File: src/rtl/ddc_fifo_pkg.sv
package ddc_fifo_pkg;
  localparam int ERR_N   = 3;
  localparam int ERR_UFL = 0;
  localparam int ERR_OFL = 1;
  localparam int ERR_ILL = 2;
  typedef logic [ERR_N-1:0] err_vec_t;
endpackage

File: src/rtl/ddc_fifo_store.sv
module ddc_fifo_store #(
  parameter int DW    = 8,
  parameter int DEPTH = 16,
  localparam int PW   = (DEPTH > 1) ? $clog2(DEPTH) : 1
) (
  input  logic          clk,
  input  logic          rst_n,
  input  logic          clr,
  input  logic          push_en,
  input  logic [DW-1:0] push_data,
  input  logic          pop_en,
  output logic [DW-1:0] head
);
  localparam logic [PW-1:0] LAST = PW'(DEPTH - 1);

  logic [DW-1:0] mem [DEPTH];
  logic [PW-1:0] wr_ptr_q, wr_ptr_d;
  logic [PW-1:0] rd_ptr_q, rd_ptr_d;

  always_comb begin
    wr_ptr_d = wr_ptr_q;
    rd_ptr_d = rd_ptr_q;
    if (clr) begin
      wr_ptr_d = '0;
      rd_ptr_d = '0;
    end else begin
      if (push_en) wr_ptr_d = (wr_ptr_q == LAST) ? '0 : wr_ptr_q + 1'b1;
      if (pop_en)  rd_ptr_d = (rd_ptr_q == LAST) ? '0 : rd_ptr_q + 1'b1;
    end
  end

  always_ff @(posedge clk or negedge rst_n) begin
    if (!rst_n) begin
      wr_ptr_q <= '0;
      rd_ptr_q <= '0;
    end else begin
      wr_ptr_q <= wr_ptr_d;
      rd_ptr_q <= rd_ptr_d;
    end
  end

  generate
    for (genvar g = 0; g < DEPTH; g++) begin : g_cell
      always_ff @(posedge clk) begin
        if (push_en && !clr && (wr_ptr_q == PW'(g))) mem[g] <= push_data;
      end
    end
  endgenerate

  assign head = mem[rd_ptr_q];
endmodule

File: src/rtl/ddc_fifo_level.sv
module ddc_fifo_level #(
  parameter int DEPTH = 16,
  localparam int LW   = $clog2(DEPTH + 1)
) (
  input  logic          clk,
  input  logic          rst_n,
  input  logic          clr,
  input  logic          push_en,
  input  logic          pop_en,
  output logic [LW-1:0] level,
  output logic          full,
  output logic          empty
);
  localparam logic [LW-1:0] LDEPTH = LW'(DEPTH);

  logic [LW-1:0] lvl_q, lvl_d;
  logic          full_q, full_d, empty_q, empty_d;

  always_comb begin
    lvl_d = lvl_q;
    if (clr) begin
      lvl_d = '0;
    end else begin
      unique case ({push_en, pop_en})
        2'b10:   lvl_d = lvl_q + 1'b1;
        2'b01:   lvl_d = lvl_q - 1'b1;
        default: lvl_d = lvl_q;
      endcase
    end
    full_d  = (lvl_d == LDEPTH);
    empty_d = (lvl_d == '0);
  end

  always_ff @(posedge clk or negedge rst_n) begin
    if (!rst_n) begin
      lvl_q   <= '0;
      full_q  <= 1'b0;
      empty_q <= 1'b1;
    end else begin
      lvl_q   <= lvl_d;
      full_q  <= full_d;
      empty_q <= empty_d;
    end
  end

  assign level = lvl_q;
  assign full  = full_q;
  assign empty = empty_q;
endmodule

File: src/rtl/ddc_fifo_flags.sv
module ddc_fifo_flags
  import ddc_fifo_pkg::*;
#(
  parameter int DEPTH = 16,
  localparam int LW   = $clog2(DEPTH + 1)
) (
  input  logic          clk,
  input  logic          rst_n,
  input  logic          dir_rx,
  input  logic          incl_cmp,
  input  logic [LW-1:0] tx_thresh,
  input  logic [LW-1:0] rx_thresh,
  input  logic [LW-1:0] level,
  input  logic          req_clr,
  input  err_vec_t      err_set,
  input  err_vec_t      err_clr,
  output logic          req_flag,
  output err_vec_t      err_flags
);
  logic     rx_hit, tx_hit, cond;
  logic     req_q, req_d;
  err_vec_t err_q, err_d;

  always_comb begin
    rx_hit = incl_cmp ? (level >= rx_thresh) : (level > rx_thresh);
    tx_hit = incl_cmp ? (level <= tx_thresh) : (level < tx_thresh);
    cond   = dir_rx ? rx_hit : tx_hit;
    req_d  = (req_q & ~req_clr) | cond;
    err_d  = (err_q & ~err_clr) | err_set;
  end

  always_ff @(posedge clk or negedge rst_n) begin
    if (!rst_n) begin
      req_q <= 1'b0;
      err_q <= '0;
    end else begin
      req_q <= req_d;
      err_q <= err_d;
    end
  end

  assign req_flag  = req_q;
  assign err_flags = err_q;
endmodule

File: src/rtl/ddc_byte_fifo.sv
module ddc_byte_fifo
  import ddc_fifo_pkg::*;
#(
  parameter int DW    = 8,
  parameter int DEPTH = 16,
  localparam int LW   = $clog2(DEPTH + 1)
) (
  input  logic          clk,
  input  logic          rst_n,
  input  logic          dir_rx,
  input  logic          incl_cmp,
  input  logic [LW-1:0] tx_thresh,
  input  logic [LW-1:0] rx_thresh,
  input  logic          flush_req,
  output logic          flush_busy,
  input  logic          host_wr,
  input  logic [DW-1:0] host_wdata,
  input  logic          host_rd,
  input  logic          eng_push,
  input  logic [DW-1:0] eng_wdata,
  input  logic          eng_pop,
  output logic [DW-1:0] head_data,
  output logic [LW-1:0] level,
  output logic          full,
  output logic          empty,
  output logic          req_flag,
  input  logic          req_clr,
  input  logic [2:0]    err_clr,
  output logic          err_ufl,
  output logic          err_ofl,
  output logic          err_ill
);
  logic          flush_q, flush_d;
  logic          push_req, pop_req, push_en, pop_en;
  logic [DW-1:0] push_data;
  err_vec_t      err_set, err_flags;

  always_comb begin
    flush_d   = flush_q ? 1'b0 : flush_req;
    push_req  = dir_rx ? eng_push  : host_wr;
    push_data = dir_rx ? eng_wdata : host_wdata;
    pop_req   = dir_rx ? host_rd   : eng_pop;
    push_en   = push_req & ~full  & ~flush_q;
    pop_en    = pop_req  & ~empty & ~flush_q;
    err_set          = '0;
    err_set[ERR_UFL] = dir_rx  & host_rd & empty & ~flush_q;
    err_set[ERR_OFL] = ~dir_rx & host_wr & full  & ~flush_q;
    err_set[ERR_ILL] = (dir_rx & host_wr) | (~dir_rx & host_rd);
  end

  always_ff @(posedge clk or negedge rst_n) begin
    if (!rst_n) flush_q <= 1'b0;
    else        flush_q <= flush_d;
  end

  ddc_fifo_store #(.DW(DW), .DEPTH(DEPTH)) u_store (
    .clk(clk), .rst_n(rst_n), .clr(flush_q), .push_en(push_en),
    .push_data(push_data), .pop_en(pop_en), .head(head_data)
  );

  ddc_fifo_level #(.DEPTH(DEPTH)) u_level (
    .clk(clk), .rst_n(rst_n), .clr(flush_q), .push_en(push_en),
    .pop_en(pop_en), .level(level), .full(full), .empty(empty)
  );

  ddc_fifo_flags #(.DEPTH(DEPTH)) u_flags (
    .clk(clk), .rst_n(rst_n), .dir_rx(dir_rx), .incl_cmp(incl_cmp),
    .tx_thresh(tx_thresh), .rx_thresh(rx_thresh), .level(level),
    .req_clr(req_clr), .err_set(err_set), .err_clr(err_vec_t'(err_clr)),
    .req_flag(req_flag), .err_flags(err_flags)
  );

  assign flush_busy = flush_q;
  assign err_ufl    = err_flags[ERR_UFL];
  assign err_ofl    = err_flags[ERR_OFL];
  assign err_ill    = err_flags[ERR_ILL];
endmodule

File: config.mk
export PLATFORM = sky130hd
export DESIGN_NAME = ddc_byte_fifo
export DESIGN_NICKNAME = d
export VERILOG_FILES = /design/src/rtl/ddc_fifo_pkg.sv /design/src/rtl/ddc_fifo_store.sv /design/src/rtl/ddc_fifo_level.sv /design/src/rtl/ddc_fifo_flags.sv /design/src/rtl/ddc_byte_fifo.sv
export SDC_FILE = /design/constraint.sdc
export NUM_CORES = 1
export LEC_CHECK = 0
export BUFFER_PORTS_ARGS = -buffer_cell sky130_fd_sc_hd__buf_2
export CORE_MARGIN = 5
export CORE_UTILIZATION = 23
export DETAILED_ROUTE_END_ITERATION = 7
export GPL_TIMING_DRIVEN = 0
export SKIP_CTS_REPAIR_TIMING = 1
export SLEW_MARGIN = 20
export SYNTH_ARGS = -nofsm -noshare
export SYNTH_HDL_FRONTEND = slang
export SYNTH_HIERARCHICAL = 1
export SYNTH_SLANG_ARGS = --single-unit
File: constraint.sdc
create_clock -name clk -period 3 [get_ports clk]
set_input_delay 0.45 -clock clk [delete_from_list [all_inputs] [get_ports clk]]
set_output_delay 0.45 -clock clk [all_outputs]
set_load 0.1 [all_outputs]
==> results of run 1 <==
==> metrics by stage <==
stage / instance area (µm²) / util
floorplan: 6530 / -
global placement: 7290 / 0.262
detailed placement: 7310 / 0.262
CTS: 7930 / 0.285
global route: 8080 / 0.290
finish: 8080 / 0.290
==> worst register-to-register path, cell delays in order, from the launching register on <==
cell and delay [ns]:
dfrtp_2 0.53, nor3_2 0.46, ha_1 0.25, buf_6 0.13, xor2_1 0.07, ha_1 0.22, a21oi_2 0.13, mux2i_1 0.23
xor2_1 0.25, nand2_1 0.10, nor4b_2 0.21
==> cell type report <==
| type | instances | share of cell area |
|---|---|---|
| inverters | 20 | 0.00930 |
| flip-flops and latches | 148 | 0.538 |
| plain buffers | 21 | 0.0198 |
| multi-input cells | 230 | 0.258 |
| clock inverters | 11 | 0.0222 |
| repair buffers | 59 | 0.0398 |
| well taps | 378 | 0.0586 |
| clock buffers | 20 | 0.0541 |
==> placed cells by master, fill, tap and decap left out, drive strengths merged, types with 3 or more instances in the layout <==
cell type / Yosys / layout
buf: 15 / 69
clkinv: 0 / 4
a21o: 3 / 3
dfrtp: 19 / 19
clkbuf: 6 / 31
a221oi: 16 / 16
mux2: 10 / 10
nand3: 4 / 4
o21ai: 11 / 11
mux2i: 38 / 38
nand2: 25 / 25
a21oi: 11 / 11
xor2: 6 / 6
a22oi: 8 / 8
bufinv: 0 / 4
nand4: 3 / 3
mux4: 16 / 16
ha: 18 / 18
edfxtp: 128 / 128
nor2b: 6 / 6
inv: 20 / 21
nor2: 28 / 28
nor3: 9 / 9
==> flip-flops by register name (all words and copies together) (netlist names) <==
| name | cells |
|---|---|
| u_level/full | 1 |
| u_store/rd_ptr_q | 4 |
| u_store/mem | 128 |
| u_store/wr_ptr_q | 4 |
| u_level/level | 5 |
| u_flags/err_flags | 3 |
| flush_busy | 1 |
| u_level/empty | 1 |
| u_flags/req_flag | 1 |
==> power by group <==
| group | switching, mW | leakage [nW] | total [mW] | internal (mW) |
|---|---|---|---|---|
| Combinational | 1.19 | 1.24 | 1.75 | 0.553 |
| Clock | 0.818 | 0.291 | 2.21 | 1.39 |
| Sequential | 0.0870 | 1.41 | 2.43 | 2.34 |
| Total | 2.10 | 2.94 | 6.39 | 4.29 |
==> layer usage <==
layer	vias up	track usage
met5	-	0
met4	0	0.0374
met3	15	0.0210
met2	99	0.159
met1	1949	0.124
li1	1776	-
==> cell families after synthesis <==
logic type | after synthesis | synth area share
buffers and inverters | 41 | 0.0359
adders and majority gates | 18 | 0.0345
muxes | 64 | 0.131
DFF | 148 | 0.666
xor gates and xnor gates | 7 | 0.00940
and+or+nand+nor | 82 | 0.0579
AOI/OAI and AO/OA | 59 | 0.0650
==> path summary, 6_finish.rpt <==
| check | cells past startpoint | endpoint | slack (ns) |
|---|---|---|---|
| hold reg to reg | 1 | u_flags/err_flags[0]$_DFF_PN0_ | 0.48 |
| hold / removal | 1 | u_level/level[3]$_DFF_PN0_ | -0.02 |
| setup reg to reg | 10 | u_level/full$_DFF_PN0_ | 0.34 |
| max in group asynchronous | 1 | flush_busy$_DFF_PN0_ | 2.67 |
| setup / recovery | 7 | head_data[2] | 0.11 |
| min in group clk | 2 | flush_busy$_DFF_PN0_ | 0.26 |
==> metrics.txt, run 1 <==
Commonest cells post-synth=edfxtp_1, mux2i_1, nor2_1; number of global-route vias before repair=roughly 3,900; CP Class=flop to output pin; DR pass1 iterations=4; Synth area leaders=edfxtp_1, dfrtp_1, mux2i_1; r2r startpoint=flush_busy$_DFF_PN0_; Metal-1 WL=6630 µm; CP Buf/Inv Count=3; placed cell count=855; violated checks=hold timing; Root Driver=clkbuf_16; drt wl/cell=16.9 µm; # clock sinks=148; Max Fclk=347 MHz; Required @ worst endpoint=2.55 ns; sequential area share after synthesis=0.666; setup tns final=0 ns; io pins=59; count leader, synth=edfxtp_1; via count=roughly 3,800; DRC Markers=0; CTS Buf Count=17; final setup margin=0.115 ns; nets@finish=approximately 550; CTS tree=built; Core ar.=27,900 µm²; Leak=just under 3 nW; DR top layer=met4; Critical Path Start Type=flop; Final ANT Viol Nets=0; Setup crit end kind=output pin; CP Launch Point=u_store/rd_ptr_q[0]$_DFFE_PN0P_; fillers=2,775; worst slew pin tran=0.831 ns; routed wire length=15,000 µm; hold slack=-0.0208 ns; CP Data Arrival Time=between 2 and 2.5 ns; relative slew slack=0.443; Main synth FF type=edfxtp_1; H-tree Lvls=4; Max Clock Skew=about 0.0074 ns; layout cells sized above 1=0.305; crit-path most repeated cell=buf_6; gate count of the mapped netlist=~420; syn avg cell area=roughly 16 µm²; pwr/cell area=791 nW/µm²; clock slew at reported path FFs=0.06 ns; crit-path leading delay family=buffers and inverters; Post-synth EDFFs=between 100 and 150; Initial Util=0.234; GPL Wtd Cong=0.782; Vias/cell=4.33; register bit total from synthesis=between 100 and 150; grt ovf=0; met3 wire length=slightly above 700 µm; P&R area growth vs syn=23.8%; count of cell types in the netlist=42; largest net degree at the start of global routing=21; Placement Setup Slack=-0.244 ns; Yosys top cell area share=0.589; Final Critical Period=2.89 ns; die height=178 µm; status=finished with violations; multi-input logic area=2080 µm²; post-synthesis async set-or-reset flop share=0.135; Rows=61; ANT cells=0; Die Wd=178 µm; Final Hold Viols=19; Sequential Area=4350 µm²; CP peak stage delay=0.50 ns; number of max-cap violations=0; # setup viols final=0; total chip power=roughly 6.4 mW; Yosys warnings=6; post-synthesis net count=476; synthesized area=~6500 µm²; Post-DP HPWL=10,200 µm; Starting DRT DRC Count=approximately 360; Peak VDD IR=0.321 mV; max-slew violations=0; area leader, netlist=edfxtp_1; fin crit share=0.962; Layout Cells excl Fill=just under 900; gr usage total=0.0965; first-pass GRT wire length=22,500 µm; die area=31,800 µm²; CP cell instances=buf_6 > buf_6 > mux2i_1 > a221oi_2 > a22oi_1 > nand2_1 > clkbuf_4; min-delay worst type=input pin to async pin; crit-path max FO=10; RSZ-0062 raised after global routing=no; initial antenna violation count=0; Slowest cell on crit path=a221oi_2; IO buf count=58; Clock Path Buffers=2; Clk Latency, worst-skew pair=0.42 ns; wire length on met2=7430 µm
Power figures use the tool's default switching activity.
==> run 2: changes to the inputs <==
Settings changed: REMOVE_ABC_BUFFERS set to 1.
==> run 2 against run 1 <==
  * Die area stayed put
  * Flip-flop and latch count stayed put
  * Critical endpoint is now head_data[5]
  * Non-clock buffer count is 14 lower
  * Highest routed layer unchanged
  * The flow still finishes with violations (hold timing)
  * Final area is 1.7% lower
  * Sequential power is 2% higher
  * Hold slack worse by 0.0027 ns
  * Via count is 2.4% lower
==> metrics.txt, run 2 (same netlist as run 1, synthesis figures left out) <==
R2R cell count=9; crit-path max FO=22; r2r startpoint=flush_busy$_DFF_PN0_; H-tree Lvls=4; min-delay worst type=input pin to async pin; Clock Path Buffers=2; Clk Latency, worst-skew pair=0.42 ns; grt ovf=0; area post-placement=7180 µm²; CP cell instances=and2_4 > a221oi_1 > o21ai_0 > nand2_1 > clkbuf_4; Critical Path Start Type=flop; Placement Setup Slack=-0.569 ns; Max Fclk=approximately 340 MHz; Final ANT Viol Nets=0; Required @ worst endpoint=2.55 ns; drt wl/cell=16.4 µm; r2r setup slk=0.32 ns; biggest regs=u_store/mem: 128 flops, u_level/level: 5 flops; clock slew at reported path FFs=0.06 ns; number of max-cap violations=0; # clock sinks=148; Layout Cells excl Fill=873; max reg flops=approximately 130; final setup margin=~0.066 ns; CTS tree=built; RSZ-0062 raised after global routing=no; io pins=between 50 and 60; DRC Markers=0; Die Wd=178 µm; fillers=2,801; commonest non-fill, non-tap cell in the layout=edfxtp_1; leading cell types in the layout, fill and taps excluded=edfxtp_1, buf_2, mux2i_1, nor2_1, nand2_1; post-route design area=7940 µm²; relative slew slack=0.383; layout cells sized above 1=0.283; die height=178 µm; ANT cells=0; CP Data Arrival Time=2.48 ns; fin crit share=0.978; Slowest cell on crit path=dfrtp_4; Core ar.=27,900 µm²; die area=31,800 µm²; Rows=61; DR pass1 iterations=4; Final Critical Period=2.93 ns; number of global-route vias before repair=3,806; IO buf count=just under 60; # setup viols final=0; Starting DRT DRC Count=250; violated checks=hold timing; multi-input logic area=2030 µm²; gr usage total=0.0936; Vias/cell=~4.3; Setup crit end kind=output pin; nets@finish=540; Post-DP HPWL=9350 µm; Biggest register=u_store/mem; CP Class=flop to output pin; P&R area growth vs syn=21.7%; Final Hold Viols=19; status=finished with violations; placed cell count=roughly 840; Initial Util=0.234; hold slack=-0.0235 ns; first-pass GRT wire length=22,100 µm; Sequential Area=4360 µm²; Leak=2.83 nW; via count=roughly 3,700; worst slew pin tran=0.921 ns; max-slew violations=0; GPL Wtd Cong=0.760; routed wire length=between 10,000 and 15,000 µm; RR Endpoint=u_level/full$_DFF_PN0_; largest net degree at the start of global routing=37; Peak VDD IR=0.572 mV; Max Clock Skew=between 0.01 and 0.015 ns; pwr/cell area=~800 nW/µm²; CTS Buf Count=17; initial antenna violation count=0; Root Driver=clkbuf_16; CP peak stage delay=0.63 ns
run 2: worst max-delay path by stage:
stage,startpoint,endpoint,slack [ns],cells after the start
floorplan,u_store/rd_ptr_q[0]$_DFFE_PN0P_,head_data[0],-0.69,3
global placement,u_store/rd_ptr_q[0]$_DFFE_PN0P_,head_data[6],-1.61,5
detailed placement,dir_rx,u_level/full$_DFF_PN0_,-0.57,12
CTS,u_store/rd_ptr_q[1]$_DFFE_PN0P_,head_data[6],-0.74,5
global route,u_store/rd_ptr_q[1]$_DFFE_PN0P_,head_data[5],0.01,5
finish,u_store/rd_ptr_q[1]$_DFFE_PN0P_,head_data[5],0.07,5
run 2: per-stage QoR:
step	power (mW)	utilization	setup TNS [ns]	hold slack, ns
6_report	6.28	0.285	0	-0.0235
5_1_grt	6.53	0.285	0	0.0172
4_1_cts	6.28	0.279	-11.80	-0.0175
3_5_place_dp	4.13	0.258	-23.78	0.435
3_3_place_gp	4.12	0.256	-50.11	0.432
2_1_floorplan	3.75	-	-7.85	0.154
run 2: layout make-up:
| class | count | share of cell area |
|---|---|---|
| clock buffer | 20 | 0.0550 |
| sequential | 148 | 0.549 |
| clock inverter | 11 | 0.0202 |
| timing repair buffer | 66 | 0.0508 |
| tap | 378 | 0.0596 |
| inverter | 20 | 0.00946 |
| multi-input combinational | 230 | 0.256 |
run 2: power by group:
| part | total [mW] | switching, mW | internal (mW) | leakage [nW] |
|---|---|---|---|---|
| Sequential | 2.49 | 0.139 | 2.35 | 1.41 |
| Clock | 2.15 | 0.769 | 1.38 | 0.283 |
| Combinational | 1.65 | 1.13 | 0.516 | 1.14 |
run 2: layer usage:
layer | part of all wire | global-route usage
met1 | 0.45 | 0.128
met2 | 0.48 | 0.141
met3 | 0.052 | 0.0244
met4 | 0.019 | 0.0397
met5 | 0 | 0
run 2: worst max-delay path, delay by kind of cell, from the launching register on:
family	cells	cell delay, ns
buffers and inverters	1	0.36
flip-flops	1	0.63
AO/OA/AOI/OAI	2	0.56
AND/OR/NAND/NOR	2	0.50
==> run 3: changes to the inputs <==
Settings changed: CELL_PAD_IN_SITES_DETAIL_PLACEMENT set to 2, CELL_PAD_IN_SITES_GLOBAL_PLACEMENT set to 2, PLACE_DENSITY_LB_ADDON set to 0.1.
Clock period 3 ns to 3.71 ns, I/O delays scaled along.
==> run 3 against run 2 <==
  * The flow now finishes without violations
  * Combinational power shrank 24%
  * Sequential share of layout area grew 0.79 points
  * Clock power shrank 20%
  * Flip-flop and latch count is the same
  * Critical endpoint is now head_data[7]
  * Global-route usage grew 1.8 points
  * First-iteration DRC count shrank 39%
  * Non-clock buffer count shrank 6
  * Core utilization shrank 0.44 points
==> metrics.txt, run 3 (same netlist as run 1, synthesis figures left out) <==
CP Class=flop to output pin; P&R area growth vs syn=19.9%; gr usage total=0.111; max-slew violations=0; first-pass GRT wire length=26,300 µm; number of global-route vias before repair=4,255; routed wire length=approximately 17,000 µm; worst slew pin tran=1.06 ns; via count=3,770; initial antenna violation count=0; io pins=59; Leak=2.79 nW; clock slew at reported path FFs=approximately 0.07 ns; layout cells sized above 1=0.267; Final ANT Viol Nets=0; GPL Wtd Cong=0.710; Critical Path Start Type=flop; Rows=61; post-route design area=7820 µm²; Setup crit end kind=output pin; H-tree Lvls=4; Clk Latency, worst-skew pair=0.43 ns; fillers=around 2,900; RSZ-0062 raised after global routing=no; status=completed; Core ar.=27,900 µm²; die height=178 µm; number of max-cap violations=0; crit-path max FO=22; Die Wd=178 µm; min-delay worst type=input pin to async pin; Vias/cell=4.34; ANT cells=0; fin crit share=0.923; Clock Path Buffers=2; Final Hold Viols=0; commonest non-fill, non-tap cell in the layout=edfxtp_1; wire length on met2=8250 µm; Post-DP HPWL=11,400 µm; post-layout util=0.281; Max Clock Skew=0.0129 ns; total chip power=roughly 5 mW; DR top layer=met4; DRC Markers=0; pwr/cell area=643 nW/µm²; max reg flops=about 130; Max Fclk=292 MHz; drt wl/cell=19.2 µm; CTS Buf Count=17; area post-placement=7190 µm²; Peak VDD IR=0.293 mV; met3 wire length=351 µm; largest net degree at the start of global routing=32; Starting DRT DRC Count=153; IO buf count=between 50 and 60; die area=between 30,000 and 40,000 µm²; Required @ worst endpoint=3.15 ns; Metal-1 WL=around 8000 µm; CTS tree=built; CP Data Arrival Time=2.87 ns; grt ovf=0; # setup viols final=0; Biggest register=u_store/mem; relative slew slack=0.291; biggest regs=u_store/mem: 128 flops, u_level/level: 5 flops; Root Driver=clkbuf_16; leading cell types in the layout, fill and taps excluded=edfxtp_1, buf_2, mux2i_1, nor2_1, nand2_1; DR pass1 iterations=4; # clock sinks=148; Final Critical Period=3.42 ns; Initial Util=0.234; nets@finish=between 500 and 600
==> run 3: cell types whose count changed in the layout (fill, tap and decap cells not counted), sizes merged <==
cell      previous run  this run
inv                 20        28
clkbuf              28        17
buf                 58        60
clkinv               5         6
clkinvlp             2         1
bufinv               4         0
==> run 3: path summary, 6_finish.rpt <==
| check | from | endpoint | slack, ns | depth (start not counted) |
|---|---|---|---|---|
| min | rst_n | u_level/level[0]$_DFF_PN0_ | 0.11 | 1 |
| max | u_store/rd_ptr_q[1]$_DFFE_PN0P_ | head_data[7] | 0.29 | 5 |
| min reg2reg | u_flags/err_flags[2]$_DFF_PN0_ | u_flags/err_flags[2]$_DFF_PN0_ | 0.49 | 1 |
| max reg2reg | flush_busy$_DFF_PN0_ | u_level/empty$_DFF_PN1_ | 0.47 | 9 |
| max in group asynchronous | rst_n | u_store/rd_ptr_q[0]$_DFFE_PN0P_ | 3.20 | 1 |
| min in group clk | flush_req | flush_busy$_DFF_PN0_ | 0.35 | 2 |
==> run 3: worst max-delay path: stages, from the launching register on <==
cell      delay [ns]
dfrtp_2         0.62
and2_1          0.52
a221oi_1        0.57
o21ai_0         0.18
nand2_1         0.12
buf_2           0.43
==> run 3: cell type report <==
| cell class | instances | area (µm²) | share of cell area |
|---|---|---|---|
| flip-flops and latches | 148 | 4350 | 0.557 |
| multi-input cells | 230 | 1980 | 0.253 |
| well taps | 378 | 473 | 0.0605 |
| clock buffers | 17 | 425 | 0.0544 |
| repair buffers | 60 | 329 | 0.0421 |
| clock inverters | 15 | 183 | 0.0234 |
| inverters | 20 | 75.1 | 0.00960 |
==> run 3: per-stage QoR <==
stage / hold WS (ns) / setup TNS, ns / cells / worst slack (ns)
detailed placement: 0.479 / -0.603 / 836 / -0.228
global route: 0.123 / 0 / 868 / 0.117
global placement: 0.458 / -12.61 / 834 / -1.17
floorplan: 0.261 / -0.719 / 398 / -0.0899
CTS: 0.112 / -0.714 / 868 / -0.133
finish: 0.106 / 0 / 868 / 0.286
==> run 3: power breakdown <==
part / leakage, nW / internal, mW / total [mW] / switching [mW]
Sequential: 1.41 / 1.89 / 2.04 / 0.142
Combinational: 1.09 / 0.389 / 1.26 / 0.874
Clock: 0.292 / 0.914 / 1.73 / 0.815
Total: 2.79 / 3.20 / 5.03 / 1.83
==> run 3: per-layer routing <==
metal,vias to the layer above,track usage
li1,1742,-
met3,14,0.0218
met4,0,0.0355
met1,1953,0.146
met5,-,0
met2,61,0.187
